==> src/rtl/sar_pkg.sv <==
package sar_pkg;

    localparam int REG_W = 8;

    localparam int ADDR_EN   = 0;
    localparam int ADDR_CLK  = 1;
    localparam int ADDR_FMT  = 2;
    localparam int ADDR_PLEN = 3;
    localparam int ADDR_SIZE = 4;

    // bit positions in the clock control byte
    localparam int CLK_RSV_ZERO_LO = 0;
    localparam int CLK_RSV_ONE_LO  = 1;
    localparam int CLK_BCK_DIR     = 2;
    localparam int CLK_BCK_POL     = 3;
    localparam int CLK_RSV_ONE_HI  = 4;
    localparam int CLK_LR_DIR      = 5;
    localparam int CLK_LR_POL      = 6;
    localparam int CLK_RSV_ZERO_HI = 7;

    localparam int FMT_LSB_FIRST = 0;
    localparam int FMT_DELAY1    = 1;

    typedef struct packed {
        logic             bck_pol;
        logic             lr_pol;
        logic             lsb_first;
        logic             delay1;
        logic [REG_W-1:0] phase_len;
        logic [REG_W-1:0] size;
    } fmt_t;

    localparam fmt_t FMT_DEFAULT = '{
        bck_pol:   1'b0,
        lr_pol:    1'b0,
        lsb_first: 1'b0,
        delay1:    1'b0,
        phase_len: REG_W'(16),
        size:      REG_W'(16)
    };

endpackage

==> src/rtl/sar_regs.sv <==
module sar_regs
    import sar_pkg::*;
#(
    parameter int ADDR_W = 3
) (
    input  logic              clk,
    input  logic              rst_n,
    input  logic              cfg_wr_i,
    input  logic [ADDR_W-1:0] cfg_addr_i,
    input  logic [REG_W-1:0]  cfg_wdata_i,
    output logic [REG_W-1:0]  cfg_rdata_o,
    output fmt_t              fmt_o,
    output logic              flush_o
);

    typedef struct packed {
        logic             en;
        logic             bck_dir;
        logic             bck_pol;
        logic             lr_dir;
        logic             lr_pol;
        logic             lsb_first;
        logic             delay1;
        logic [REG_W-1:0] phase_len;
        logic [REG_W-1:0] size;
    } regs_t;

    regs_t r_d, r_q;

    always_comb begin
        r_d = r_q;
        if (cfg_wr_i) begin
            case (cfg_addr_i)
                ADDR_W'(ADDR_EN): r_d.en = cfg_wdata_i[0];
                ADDR_W'(ADDR_CLK): begin
                    r_d.bck_dir = cfg_wdata_i[CLK_BCK_DIR];
                    r_d.bck_pol = cfg_wdata_i[CLK_BCK_POL];
                    r_d.lr_dir  = cfg_wdata_i[CLK_LR_DIR];
                    r_d.lr_pol  = cfg_wdata_i[CLK_LR_POL];
                end
                ADDR_W'(ADDR_FMT): begin
                    r_d.lsb_first = cfg_wdata_i[FMT_LSB_FIRST];
                    r_d.delay1    = cfg_wdata_i[FMT_DELAY1];
                end
                ADDR_W'(ADDR_PLEN): r_d.phase_len = cfg_wdata_i;
                ADDR_W'(ADDR_SIZE): r_d.size      = cfg_wdata_i;
                default: ;
            endcase
        end
    end

    always_ff @(posedge clk or negedge rst_n) begin
        if (!rst_n) begin
            r_q <= '0;
        end else begin
            r_q <= r_d;
        end
    end

    // read mux; reserved bits of the clock byte are fixed
    always_comb begin
        cfg_rdata_o = '0;
        case (cfg_addr_i)
            ADDR_W'(ADDR_EN): cfg_rdata_o[0] = r_q.en;
            ADDR_W'(ADDR_CLK): begin
                cfg_rdata_o[CLK_RSV_ZERO_LO] = 1'b0;
                cfg_rdata_o[CLK_RSV_ONE_LO]  = 1'b1;
                cfg_rdata_o[CLK_BCK_DIR]     = r_q.bck_dir;
                cfg_rdata_o[CLK_BCK_POL]     = r_q.bck_pol;
                cfg_rdata_o[CLK_RSV_ONE_HI]  = 1'b1;
                cfg_rdata_o[CLK_LR_DIR]      = r_q.lr_dir;
                cfg_rdata_o[CLK_LR_POL]      = r_q.lr_pol;
                cfg_rdata_o[CLK_RSV_ZERO_HI] = 1'b0;
            end
            ADDR_W'(ADDR_FMT): begin
                cfg_rdata_o[FMT_LSB_FIRST] = r_q.lsb_first;
                cfg_rdata_o[FMT_DELAY1]    = r_q.delay1;
            end
            ADDR_W'(ADDR_PLEN): cfg_rdata_o = r_q.phase_len;
            ADDR_W'(ADDR_SIZE): cfg_rdata_o = r_q.size;
            default: ;
        endcase
    end

    // effective framing: programmed set or the built-in one
    always_comb begin
        if (r_q.en) begin
            fmt_o.bck_pol   = r_q.bck_pol;
            fmt_o.lr_pol    = r_q.lr_pol;
            fmt_o.lsb_first = r_q.lsb_first;
            fmt_o.delay1    = r_q.delay1;
            fmt_o.phase_len = r_q.phase_len;
            fmt_o.size      = r_q.size;
        end else begin
            fmt_o = FMT_DEFAULT;
        end
    end

    assign flush_o = cfg_wr_i;

    AST_CFG_HOLD: assert property (@(posedge clk) disable iff (!rst_n)
        !cfg_wr_i |=> $stable(fmt_o));

endmodule

==> src/rtl/sar_sync.sv <==
module sar_sync #(
    parameter int W      = 3,
    parameter int STAGES = 2
) (
    input  logic         clk,
    input  logic         rst_n,
    input  logic [W-1:0] din,
    output logic [W-1:0] sync_o
);

    logic [STAGES-1:0][W-1:0] stg_d, stg_q;

    generate
        if (STAGES == 1) begin : g_one
            always_comb stg_d = din;
        end else begin : g_chain
            always_comb stg_d = {stg_q[STAGES-2:0], din};
        end
    endgenerate

    always_ff @(posedge clk or negedge rst_n) begin
        if (!rst_n) begin
            stg_q <= '0;
        end else begin
            stg_q <= stg_d;
        end
    end

    assign sync_o = stg_q[STAGES-1];

endmodule

==> src/rtl/sar_deser.sv <==
module sar_deser
    import sar_pkg::*;
#(
    parameter int MAX_W = 32
) (
    input  logic             clk,
    input  logic             rst_n,
    input  fmt_t             fmt_i,
    input  logic             flush_i,
    input  logic             bck_i,
    input  logic             lr_i,
    input  logic             sd_i,
    output logic [MAX_W-1:0] left_o,
    output logic [MAX_W-1:0] right_o,
    output logic             valid_o
);

    localparam int               CNT_W   = REG_W;
    localparam logic [CNT_W-1:0] CNT_TOP = '1;
    localparam logic [CNT_W-1:0] WIDTH_C = CNT_W'(MAX_W);

    typedef struct packed {
        logic [CNT_W-1:0] cnt;
        logic [MAX_W-1:0] acc;
        logic [MAX_W-1:0] left_hold;
        logic [MAX_W-1:0] left_out;
        logic [MAX_W-1:0] right_out;
        logic             bck_prev;
        logic             lr_prev;
        logic             seen;
        logic             started;
        logic             left_ok;
        logic             valid;
    } st_t;

    st_t s_d, s_q;

    logic             samp;
    logic             trans;
    logic             take;
    logic [CNT_W-1:0] size_eff;
    logic [CNT_W-1:0] cnt_e;
    logic [CNT_W-1:0] dly;
    logic [CNT_W-1:0] idx;
    logic [CNT_W-1:0] pos;
    logic [MAX_W-1:0] acc_new;

    always_comb begin
        s_d          = s_q;
        s_d.valid    = 1'b0;
        s_d.bck_prev = bck_i;

        samp     = fmt_i.bck_pol ? (s_q.bck_prev & ~bck_i) : (~s_q.bck_prev & bck_i);
        size_eff = (fmt_i.size > WIDTH_C) ? WIDTH_C : fmt_i.size;
        trans    = s_q.seen && (lr_i != s_q.lr_prev);
        cnt_e    = trans ? '0 : ((s_q.cnt == CNT_TOP) ? s_q.cnt : s_q.cnt + 1'b1);
        dly      = CNT_W'(fmt_i.delay1);
        idx      = cnt_e - dly;
        take     = (cnt_e >= dly) && (cnt_e < fmt_i.phase_len) && (idx < size_eff);
        pos      = fmt_i.lsb_first ? idx : (size_eff - 1'b1 - idx);

        acc_new = trans ? '0 : s_q.acc;
        for (int b = 0; b < MAX_W; b++) begin
            if (take && (pos == CNT_W'(b))) begin
                acc_new[b] = sd_i;
            end
        end

        if (flush_i) begin
            s_d.cnt     = '0;
            s_d.acc     = '0;
            s_d.started = 1'b0;
            s_d.left_ok = 1'b0;
        end else if (samp) begin
            s_d.seen    = 1'b1;
            s_d.lr_prev = lr_i;
            s_d.cnt     = cnt_e;
            s_d.acc     = acc_new;
            if (trans) begin
                s_d.started = 1'b1;
                if (s_q.started) begin
                    if (s_q.lr_prev == fmt_i.lr_pol) begin
                        s_d.left_hold = s_q.acc;
                        s_d.left_ok   = 1'b1;
                    end else if (s_q.left_ok) begin
                        s_d.left_out  = s_q.left_hold;
                        s_d.right_out = s_q.acc;
                        s_d.valid     = 1'b1;
                        s_d.left_ok   = 1'b0;
                    end
                end
            end
        end
    end

    always_ff @(posedge clk or negedge rst_n) begin
        if (!rst_n) begin
            s_q <= '0;
        end else begin
            s_q <= s_d;
        end
    end

    assign left_o  = s_q.left_out;
    assign right_o = s_q.right_out;
    assign valid_o = s_q.valid;

    AST_VALID_PULSE: assert property (@(posedge clk) disable iff (!rst_n)
        valid_o |=> !valid_o);

    AST_OUT_HOLD: assert property (@(posedge clk) disable iff (!rst_n)
        (!$stable(left_o) || !$stable(right_o)) |-> valid_o);

    AST_VALID_AFTER_EDGE: assert property (@(posedge clk) disable iff (!rst_n)
        valid_o |-> $past(samp));

    AST_FLUSH_NO_VALID: assert property (@(posedge clk) disable iff (!rst_n)
        flush_i |=> !valid_o);

endmodule

==> src/rtl/serial_audio_rx.sv <==
module serial_audio_rx
    import sar_pkg::*;
#(
    parameter int MAX_W       = 32,
    parameter int SYNC_STAGES = 2,
    parameter int ADDR_W      = 3
) (
    input  logic              clk,
    input  logic              rst_n,
    input  logic              bclk_i,
    input  logic              wclk_i,
    input  logic              sdata_i,
    input  logic              cfg_wr_i,
    input  logic [ADDR_W-1:0] cfg_addr_i,
    input  logic [REG_W-1:0]  cfg_wdata_i,
    output logic [REG_W-1:0]  cfg_rdata_o,
    output logic [MAX_W-1:0]  left_o,
    output logic [MAX_W-1:0]  right_o,
    output logic              valid_o
);

    localparam int LINES = 3;

    fmt_t             fmt;
    logic             flush;
    logic [LINES-1:0] pins_sync;

    sar_regs #(
        .ADDR_W (ADDR_W)
    ) u_regs (
        .clk         (clk),
        .rst_n       (rst_n),
        .cfg_wr_i    (cfg_wr_i),
        .cfg_addr_i  (cfg_addr_i),
        .cfg_wdata_i (cfg_wdata_i),
        .cfg_rdata_o (cfg_rdata_o),
        .fmt_o       (fmt),
        .flush_o     (flush)
    );

    sar_sync #(
        .W      (LINES),
        .STAGES (SYNC_STAGES)
    ) u_sync (
        .clk    (clk),
        .rst_n  (rst_n),
        .din    ({sdata_i, wclk_i, bclk_i}),
        .sync_o (pins_sync)
    );

    sar_deser #(
        .MAX_W (MAX_W)
    ) u_deser (
        .clk     (clk),
        .rst_n   (rst_n),
        .fmt_i   (fmt),
        .flush_i (flush),
        .bck_i   (pins_sync[0]),
        .lr_i    (pins_sync[1]),
        .sd_i    (pins_sync[2]),
        .left_o  (left_o),
        .right_o (right_o),
        .valid_o (valid_o)
    );

endmodule

==> config.mk <==
export PLATFORM = sky130hd
export DESIGN_NAME = serial_audio_rx
export DESIGN_NICKNAME = d
export VERILOG_FILES = /design/src/rtl/sar_pkg.sv /design/src/rtl/sar_regs.sv /design/src/rtl/sar_sync.sv /design/src/rtl/sar_deser.sv /design/src/rtl/serial_audio_rx.sv
export SDC_FILE = /design/constraint.sdc
export NUM_CORES = 1
export LEC_CHECK = 0
export BUFFER_PORTS_ARGS = -buffer_cell sky130_fd_sc_hd__buf_2
export CAP_MARGIN = 20
export CORE_MARGIN = 3
export CORE_UTILIZATION = 50
export DETAILED_ROUTE_END_ITERATION = 10
export PLACE_DENSITY = 0.77
export SLEW_MARGIN = 20
export SYNTH_ARGS = -nofsm -noshare
export SYNTH_HDL_FRONTEND = slang
export SYNTH_SLANG_ARGS = --single-unit
==> constraint.sdc <==
create_clock -name clk -period 3.92 [get_ports clk]
set_input_delay 0.588 -clock clk [delete_from_list [all_inputs] [get_ports clk]]
set_output_delay 0.588 -clock clk [all_outputs]
set_load 0.03 [all_outputs]
==> out/results.ini, run 1 <==
[run_status]
status=finished with violations
violations=negative setup slack

[clock_network]
clock-sinks=171
clockBufferDepth=2
root_buffer=clkbuf_16
clock_latency_ns=0.43
cts_made_buffers=17
hold_buffers=0
clk_pin_slew_worst_paths_ns=0.06
htreeDepth=4
cts_tree=yes

[global_routing]
grt_pass1_wl_mm=31.07
antenna_found_initial=0
grt_pass1_vias=6107
grt_max_degree=72
grt_use_total=0.1964
grt_remaining_overflow=0

[flow_run]
maxCapViolCount=0

[logic_synthesis]
syn-cell-area_mm2=0.008727
yosysTopAreaCell=dfrtp_1
synthesis.nets=802
syn-instance-count=762
ys_warn_count=0
netlist-cell-type-count=74
synthMostInstantiatedCell=dfrtp_1
ys_seq_elements=171
syn-mean-instance-area_um2=11.45
async_reset_ff_frac=1.000
synth_edf_count=0
synthTopCellsByCount=dfrtp_1 (171), mux2_2 (120), buf_4 (64), nand2_1 (61), nor2_1 (30)
ys_seq_area_frac=0.4903
synth_top_area_frac=0.4903
synthFlopType=dfrtp_1
synthTopCellsByArea=dfrtp_1 (49%), mux2_2 (15%), buf_4 (5.5%)

[detailed_routing]
num_vias=6037
dr.first_iter.drc_count=312
dr.pass1.iters=5
wire_per_inst_um=17.81
drtAntennaViolNets=0
drc=0
wl_mm=18.93
routed_via_density=5.679

[sta]
hold_slack_ns=0.1417
slew_headroom=0.2177
fin_crit_sh=1.013
slew_violations=0
tightest_slew_ns=1.169
fin_skew_ns=0.01335
hold_violations=0
setup_ws_ns=-0.05022
post-route-min-period_ns=3.970
setup_viol=4
max_freq_mhz=251.9
rsz0062_at_grt=yes
fin_tns_setup_ns=-0.06320

[layout]
fin_nets=871
drive_gt1_frac=0.4531
stdcell_area_mm2=0.01033
num_antenna_cells=0
syn_to_final_growth_pct=18.37

[critical_path]
criticalPathCategory=reg -> reg
path_buf_inv=4
cp_slowest_cell=dfrtp_2
cpMostUsedCell=ha_4
cp-end-kind=flip-flop
r2r-end=u_deser.s_q[107]
crit_fanout=5
path_cells=ha_4, nand4_1, nor3_2, nor3_2, inv_1, ha_4, ha_4, nand3_1, o31ai_4, xnor2_2, inv_1, ha_2, nor4bb_1, a31oi_1, a21oi_1, o21a_1, o211ai_2, buf_6, buf_6, nor4_1, o22ai_2
crit_end=u_deser.s_q[107]
cp_top_family=simple AND/OR/NAND/NOR gates
r2r_setup_slack_ns=-0.05
cp.depth=21
cp-startpoint=u_deser.s_q[134]
required_ns=4.21
rr_worst_depth=21
arrival_ns=4.26
start_kind=flip-flop
cp_slowest_stage_delay_ns=0.43
timing.rr.start=u_deser.s_q[134]

[die]
start_util=0.5189
io_pins=90
die_y_um=138.1
die_area_mm2=0.01908
core_area_mm2=0.01682
rows=47
die_w_um=138.1

[power_and_ir_drop]
p_leak_nw=4.900
comb_power_share=0.293
power_density_mw_per_mm2=470.2
power_switching_w=0.001596
p_clk_frac=0.318
switching_share=0.3286
irDropWorstVdd_mv=0.3586
total_power_w=0.004857
internal_power_w=0.003261
seq_power_share=0.389

[placed_design]
place_ws_ns=-0.1069
dp_hpwl_mm=12.53
gp_congestion=0.9217
place.port_buffers=89
dpl_cell_area_mm2=0.009290

[min_path]
hp-class=in -> async

## metal layers
metal  vias to the layer above  part of all wire  global-route usage
li1                       2814                 -                   -
met1                      3041              0.46              0.2764
met2                       167              0.48              0.3073
met3                        15             0.051             0.04144
met4                         0             0.012             0.06344
met5                         -                 0                   0
## cell type report
class	count	area, um^2
Clock inverter	12	92.59
Timing Repair Buffer	153	1021
Clock buffer	19	452.9
Tap cell	220	275.3
Multi-Input combinational cell	473	4146
Inverter	15	58.81
Sequential cell	171	4283
Fill cell	1316	6489
## worst min path at each step
stage | start | endpoint | slack (ns)
after floorplan | rst_n | u_deser.left_o[0] | 0.29
after CTS | rst_n | u_regs.r_q[13] | 0.17
after global routing | rst_n | u_regs.r_q[13] | 0.19
final | rst_n | u_regs.r_q[13] | 0.14
after global placement | u_sync.stg_d[3] | u_sync.sync_o[0] | 0.33
after detailed placement | u_sync.stg_d[3] | u_sync.sync_o[0] | 0.34
## sequential cells by signal, summed over array words and instances (netlist names)
signal,count
u_deser.left_o,32
u_deser.right_o,32
u_deser.s_q,77
u_deser.valid_o,1
u_regs.r_q,23
u_sync.stg_d,3
u_sync.sync_o,3
## layout by cell type (no fill, tap or decap), drive strengths merged, types with 3 or more instances in the layout
| cell type | n |
|---|---|
| and4 | 4 |
| or3 | 6 |
| clkinv | 5 |
| buf | 152 |
| a22oi | 4 |
| clkbuf | 20 |
| nand4 | 5 |
| inv | 18 |
| nor3b | 3 |
| nor2 | 30 |
| a211oi | 3 |
| dfrtp | 171 |
| a21oi | 14 |
| mux2 | 120 |
| and2 | 7 |
| nor2b | 9 |
| clkinvlp | 4 |
| mux2i | 21 |
| o31ai | 5 |
| nor3 | 24 |
| nand2 | 61 |
| o21ai | 17 |
| xor2 | 6 |
| o41ai | 4 |
| o22ai | 13 |
| a31oi | 8 |
| or2 | 4 |
| o311ai | 8 |
| o21a | 4 |
| xnor2 | 3 |
| and3 | 8 |
| nor4 | 13 |
| nand3 | 10 |
| nand2b | 6 |
| ha | 22 |
## power by group through the flow
stage          combinational [W]  sequential [W]  clock, W
2_1_floorplan           0.000769         0.00190         0
5_1_grt                  0.00153         0.00190   0.00166
4_1_cts                  0.00124         0.00188   0.00158
6_report                 0.00142         0.00189   0.00155
3_3_place_gp             0.00114         0.00192         0
3_5_place_dp             0.00115         0.00192         0
## worst register-to-register path, cell delays in order, from the launching register on
cell and delay, ns:
dfrtp_2 0.43, ha_4 0.17, nand4_1 0.14, nor3_2 0.06, nor3_2 0.18, inv_1 0.10, ha_4 0.19, ha_4 0.19
nand3_1 0.14, o31ai_4 0.10, xnor2_2 0.23, inv_1 0.08, ha_2 0.22, nor4bb_1 0.31, a31oi_1 0.12, a21oi_1 0.15
o21a_1 0.23, o211ai_2 0.13, buf_6 0.17, buf_6 0.11, nor4_1 0.27, o22ai_2 0.14
## per-stage QoR
step | utilization | cells
5_1_grt | 0.6142 | 1063
3_5_place_dp | 0.5524 | 1021
3_3_place_gp | 0.5524 | 1021
2_1_floorplan | - | 762
6_report | 0.6142 | 1063
4_1_cts | 0.5941 | 1057
## repair_timing
action,CTS,global route
setup endpoints to repair,28,32
gates resized for setup,26,47
hold endpoints to repair,0,0
pin swaps,21,27
buffers inserted,4,4
gates cloned,1,2
## kinds of logic after synthesis
group                      Yosys count  share of synthesized area
adders and majority gates           23                    0.03383
buffers and inverters              118                    0.08100
muxes                              141                     0.1789
DFF                                171                     0.4903
other                                1                  0.0004297
AOI/OAI and AO/OA                  102                    0.08717
and+or+nand+nor                    197                     0.1193
xor gates and xnor gates             9                   0.009033
No activity file was read; power rests on OpenSTA's default activity.
==> run 2, diff against run 1 <==
Settings changed: RECOVER_POWER from default to 25.
==> run 2 against run 1 <==
  * The run ends with max-capacitance violations, max-slew violations, negative setup slack left
  * First-iteration DRC count did not move
  * Via count rose by 0.17%
  * Non-clock buffer count did not move
  * Critical path depth did not move
  * Register-to-register slack barely moved
  * Count of clock-buffer cells in the layout did not move
  * Cell count did not move
  * Combinational power barely moved
  * Clock power barely moved
  * Core utilization barely moved
  * Critical path type unchanged
  * Largest power group unchanged
==> out/results.ini, run 2 (same netlist as run 1, synthesis figures left out) <==
[sta]
slew_headroom=-1.044
slew_violations=67
max_freq_mhz=251.8
setup_viol=4
fin_crit_sh=1.013
rsz0062_at_grt=yes
tightest_slew_ns=3.066
post-route-min-period_ns=3.971
setup_ws_ns=-0.05067
fin_skew_ns=0.01344
hold_violations=0

[clock_network]
clk_pin_slew_worst_paths_ns=0.06
clock_latency_ns=0.43
hold_buffers=0
cts_tree=yes
htreeDepth=4
clockBufferDepth=2
root_buffer=clkbuf_16
clock-sinks=171
cts_made_buffers=17

[power_and_ir_drop]
p_leak_nw=4.899
total_power_w=0.004858
irDropWorstVdd_mv=0.3591
power_density_mw_per_mm2=470.4

[layout]
instances_no_fill=1063
final_common_cell=dfrtp_1
fin_nets=871
syn_to_final_growth_pct=18.34
num_antenna_cells=0
utilization=0.6140
layout_common_cells=dfrtp_1 (168), mux2_2 (120), buf_2 (88)
drive_gt1_frac=0.4520
largest_reg_flops=77
largest_register=u_deser.s_q

[global_routing]
grt_max_degree=72
grt_pass1_vias=6107
grt_use_total=0.1964
grt_pass1_wl_mm=31.07
grt_remaining_overflow=0
antenna_found_initial=0

[critical_path]
start_kind=flip-flop
crit_fanout=5
arrival_ns=4.26
cp-end-kind=flip-flop
criticalPathCategory=reg -> reg
r2r_setup_slack_ns=-0.05
required_ns=4.21

[placed_design]
place.port_buffers=89
gp_congestion=0.9217
dp_hpwl_mm=12.53
dpl.cell_count=1021

[run_status]
violations=max-capacitance violations, max-slew violations, negative setup slack
status=finished with violations

[flow_run]
maxCapViolCount=1

[detailed_routing]
wl_mm=18.97
routed_via_density=5.689
num_vias=6047
drtAntennaViolNets=0
dr.first_iter.drc_count=312
drc=0
dr.pass1.iters=5
wire_per_inst_um=17.84

[die]
die_area_mm2=0.01908
die_y_um=138.1
core_area_mm2=0.01682
die_w_um=138.1
start_util=0.5189
rows=47
io_pins=90

[min_path]
hp-class=in -> reg

## run 2: cell types whose count changed in the layout (fill, tap and decap cells not counted), sizes merged
cell	change
buf	-1
dlygate4sd2	+1
## run 2: worst paths after layout
| check | endpoint | cells after the start | from |
|---|---|---|---|
| setup / recovery | u_deser.s_q[107] | 21 | u_deser.s_q[134] |
| hold / removal | u_sync.stg_d[3] | 1 | bclk_i |
| setup reg to reg | u_deser.s_q[107] | 21 | u_deser.s_q[134] |
| hold reg to reg | u_sync.sync_o[0] | 0 | u_sync.stg_d[3] |
| max in group asynchronous | u_deser.s_q[140] | 1 | rst_n |
| min in group asynchronous | u_regs.r_q[13] | 1 | rst_n |
## run 2: area by class of cell
type                    count  area (um^2)
clock buffers              19        452.9
inverters                  15        58.81
well taps                 220        275.3
flip-flops and latches    171         4283
repair buffers            153         1018
clock inverters            12        92.59
multi-input cells         473         4146
fillers                  1317         6491
## run 2: worst max-delay path, cell delays in order, from the launching register on
cell	delay, ns
dfrtp_2	0.43
ha_4	0.17
nand4_1	0.14
nor3_2	0.06
nor3_2	0.18
inv_1	0.10
ha_4	0.19
ha_4	0.18
nand3_1	0.14
o31ai_4	0.10
xnor2_2	0.22
inv_1	0.08
ha_2	0.22
nor4bb_1	0.31
a31oi_1	0.12
a21oi_1	0.15
o21a_1	0.22
o211ai_2	0.13
buf_6	0.17
buf_6	0.11
nor4_1	0.27
o22ai_2	0.14
## run 2: report_power, final
group | switching (W) | total [W] | internal [W]
Sequential | 0.0000581 | 0.00189 | 0.00183
Combinational | 0.000839 | 0.00142 | 0.000585
Clock | 0.000700 | 0.00155 | 0.000846
Total | 0.00160 | 0.00486 | 0.00326
## run 2: stage by stage
stage	setup TNS (ns)	instance area [um^2]	worst slack [ns]	hold slack, ns
2_1_floorplan	0	8778	0.01851	0.2924
3_3_place_gp	-0.1437	9290	-0.02651	0.3332
3_5_place_dp	-1.328	9290	-0.1069	0.3405
4_1_cts	0	9992	0.002401	0.1655
5_1_grt	-3.865	10330	-0.2004	0.2435
6_report	-0.06459	10330	-0.05067	0.2622
## run 2: per-layer routing
metal	global-route usage	share of wire	wire, um
met1	0.2764	0.46	8786
met2	0.3073	0.47	9004
met3	0.04144	0.050	945
met4	0.06344	0.012	229
met5	0	0	0
## run 2: repair_timing
action / 4_1_cts / 5_1_grt
resized for setup: 26 / 47
setup buffers: 4 / 4
gates cloned: 1 / 2
pin swaps: 21 / 27
setup endpoints to repair: 28 / 32
==> run 3, diff against run 2 <==
Settings changed: ABC_CLOCK_PERIOD_IN_PS from default to 3360, MAX_ROUTING_LAYER from default to met4.
Clock period 3.92 ns to 3.36 ns, I/O delays scaled along.
==> run 3 against run 2 <==
  * The flow still finishes with violations (max-capacitance violations, max-slew violations, negative setup slack)
  * Global-route usage up 0.99 points
  * Worst hold slack worse by 0.084 ns
  * Routed wire length about the same
  * Critical path depth decreased by 2
  * Worst setup slack got worse by 0.42 ns
  * Power rose by 26%
  * Register-to-register slack worse by 0.42 ns
  * Clock power is 32% higher
  * Die area is the same
  * Sequential share of layout area decreased by 1.3 points
  * Fmax increased by 3.7%
  * Combinational power is 30% higher
  * Critical path type unchanged
  * Highest routed layer unchanged
==> out/results.ini, run 3 (same netlist as run 1, synthesis figures left out) <==
[layout]
final_common_cell=dfrtp_1
drive_gt1_frac=0.4745
layout_common_cells=dfrtp_1 (169), mux2_2 (120), buf_4 (96)
largest_reg_flops=77
largest_register=u_deser.s_q
num_antenna_cells=0
instances_no_fill=1103
fillCellCount=1257
syn_to_final_growth_pct=22.26
fin_nets=910

[critical_path]
cp-end-kind=flip-flop
path_cells=ha_4, and2_1, and4_1, or3_4, inv_2, nor3_2, nand2_1, xnor2_1, ha_1, nand2b_1, a211o_1, a31o_2, nand4_1, a21oi_1, o21a_2, o21ai_4, buf_12, nor3_4, mux2i_1
arrival_ns=4.17
rr_worst_depth=19
required_ns=3.70
start_kind=flip-flop
criticalPathCategory=reg -> reg
cp_slowest_stage_delay_ns=0.43
cp_slowest_cell=dfrtp_2
crit_fanout=14

[global_routing]
antenna_found_initial=0
grt_pass1_wl_mm=31.77
grt_pass1_vias=6215
grt_use_total=0.2063
grt_max_degree=69
grt_remaining_overflow=0

[power_and_ir_drop]
power_switching_w=0.001952
irDropWorstVdd_mv=0.5127
power_density_mw_per_mm2=572.0
internal_power_w=0.004151
seq_power_share=0.361
p_leak_nw=5.165
total_power_w=0.006103
p_clk_frac=0.336
switching_share=0.3198
comb_power_share=0.302

[sta]
setup_viol=32
max_freq_mhz=261.1
tightest_slew_ns=1.668
post-route-min-period_ns=3.830
fin_skew_ns=0.006816
setup_ws_ns=-0.4705
slew_headroom=-0.1122
slew_violations=69
hold_violations=0
fin_crit_sh=1.140
rsz0062_at_grt=yes

[clock_network]
clockBufferDepth=2
htreeDepth=4
cts_tree=yes
clock-sinks=171
cts_made_buffers=17
hold_buffers=0
clock_latency_ns=0.43
clk_pin_slew_worst_paths_ns=0.06
root_buffer=clkbuf_16

[detailed_routing]
drc=0
drtAntennaViolNets=0
num_vias=6173
wl_mm=18.96
routed_via_density=5.597
dr.pass1.iters=5
dr.first_iter.drc_count=357
wire_per_inst_um=17.19

[die]
die_area_mm2=0.01908
die_w_um=138.1
die_y_um=138.1
core_area_mm2=0.01682
start_util=0.5189
rows=47
io_pins=90

[min_path]
holdPathStages=1
hp-class=in -> reg

[placed_design]
dp_hpwl_mm=13.06
place.port_buffers=89
dpl.cell_count=1062
gp_congestion=0.9027

[flow_run]
maxCapViolCount=1

[run_status]
violations=max-capacitance violations, max-slew violations, negative setup slack
status=finished with violations

[run 3: final cells by class]
class / instances / area (um^2) / share of cell area
Sequential cell: 171 / 4282 / 0.4013
Clock buffer: 20 / 456.7 / 0.04280
Tap cell: 220 / 275.3 / 0.02580
Multi-Input combinational cell: 473 / 4168 / 0.3906
Timing Repair Buffer: 192 / 1270 / 0.1190
Clock inverter: 12 / 162.7 / 0.01524
Inverter: 15 / 56.30 / 0.005277
[run 3: path summary, 6_finish.rpt]
kind | startpoint | slack (ns) | to
setup / recovery | u_deser.s_q[134] | -0.47 | u_deser.s_q[120]
hold / removal | bclk_i | 0.18 | u_sync.stg_d[3]
setup reg to reg | u_deser.s_q[134] | -0.47 | u_deser.s_q[120]
hold reg to reg | u_sync.stg_d[5] | 0.35 | u_sync.sync_o[2]
max in group asynchronous | rst_n | 0.87 | u_deser.right_o[30]
min in group asynchronous | rst_n | 0.47 | u_deser.left_o[7]
[run 3: worst max-delay path, delay by kind of cell, from the launching register on]
kind / cells / cell delay, ns
adder cells (fa/ha/maj): 2 / 0.50
flip-flops: 1 / 0.43
XOR/XNOR: 1 / 0.08
multiplexers: 1 / 0.19
AO/OA/AOI/OAI: 5 / 1.07
buffers and inverters: 2 / 0.27
AND/OR/NAND/NOR: 8 / 1.19
[run 3: routing by layer]
metal  up-vias  share of wire  track usage
li1       2898              -            -
met4         0          0.012      0.05096
met5         -              0            -
met2       156           0.49       0.3201
met3        16          0.042      0.04040
met1      3103           0.46       0.2829
[run 3: repair_timing]
item                                   4_1_cts  5_1_grt
buffers inserted                             5        2
cloned                                       0        2
endpoints found under the hold margin        0        0
gates resized for setup                     17       27
pin swaps                                    3       14
setup endpoints to repair                   32       32
[run 3: power by group through the flow]
| stage | clock network (W) | logic [W] | registers (W) |
|---|---|---|---|
| 6_report | 0.00205 | 0.00185 | 0.00220 |
| 5_1_grt | 0.00218 | 0.00200 | 0.00221 |
| 4_1_cts | 0.00208 | 0.00166 | 0.00220 |
| 3_5_place_dp | 0 | 0.00156 | 0.00224 |
| 3_3_place_gp | 0 | 0.00154 | 0.00224 |
| 2_1_floorplan | 0 | 0.000976 | 0.00222 |
[run 3: through the flow]
step             util  setup slack [ns]  setup TNS, ns  hold WS (ns)  instance area [um^2]
3_3_place_gp   0.5786           -0.4477         -13.22        0.3329                  9732
4_1_cts        0.6242           -0.4168         -12.56       0.08256                 10500
5_1_grt        0.6344           -0.6508         -19.64        0.1628                 10670
2_1_floorplan       -           -0.3436         -8.248        0.2084                  8919
6_report       0.6344           -0.4705         -14.14        0.1783                 10670
3_5_place_dp   0.5786           -0.4951         -13.83        0.3373                  9732
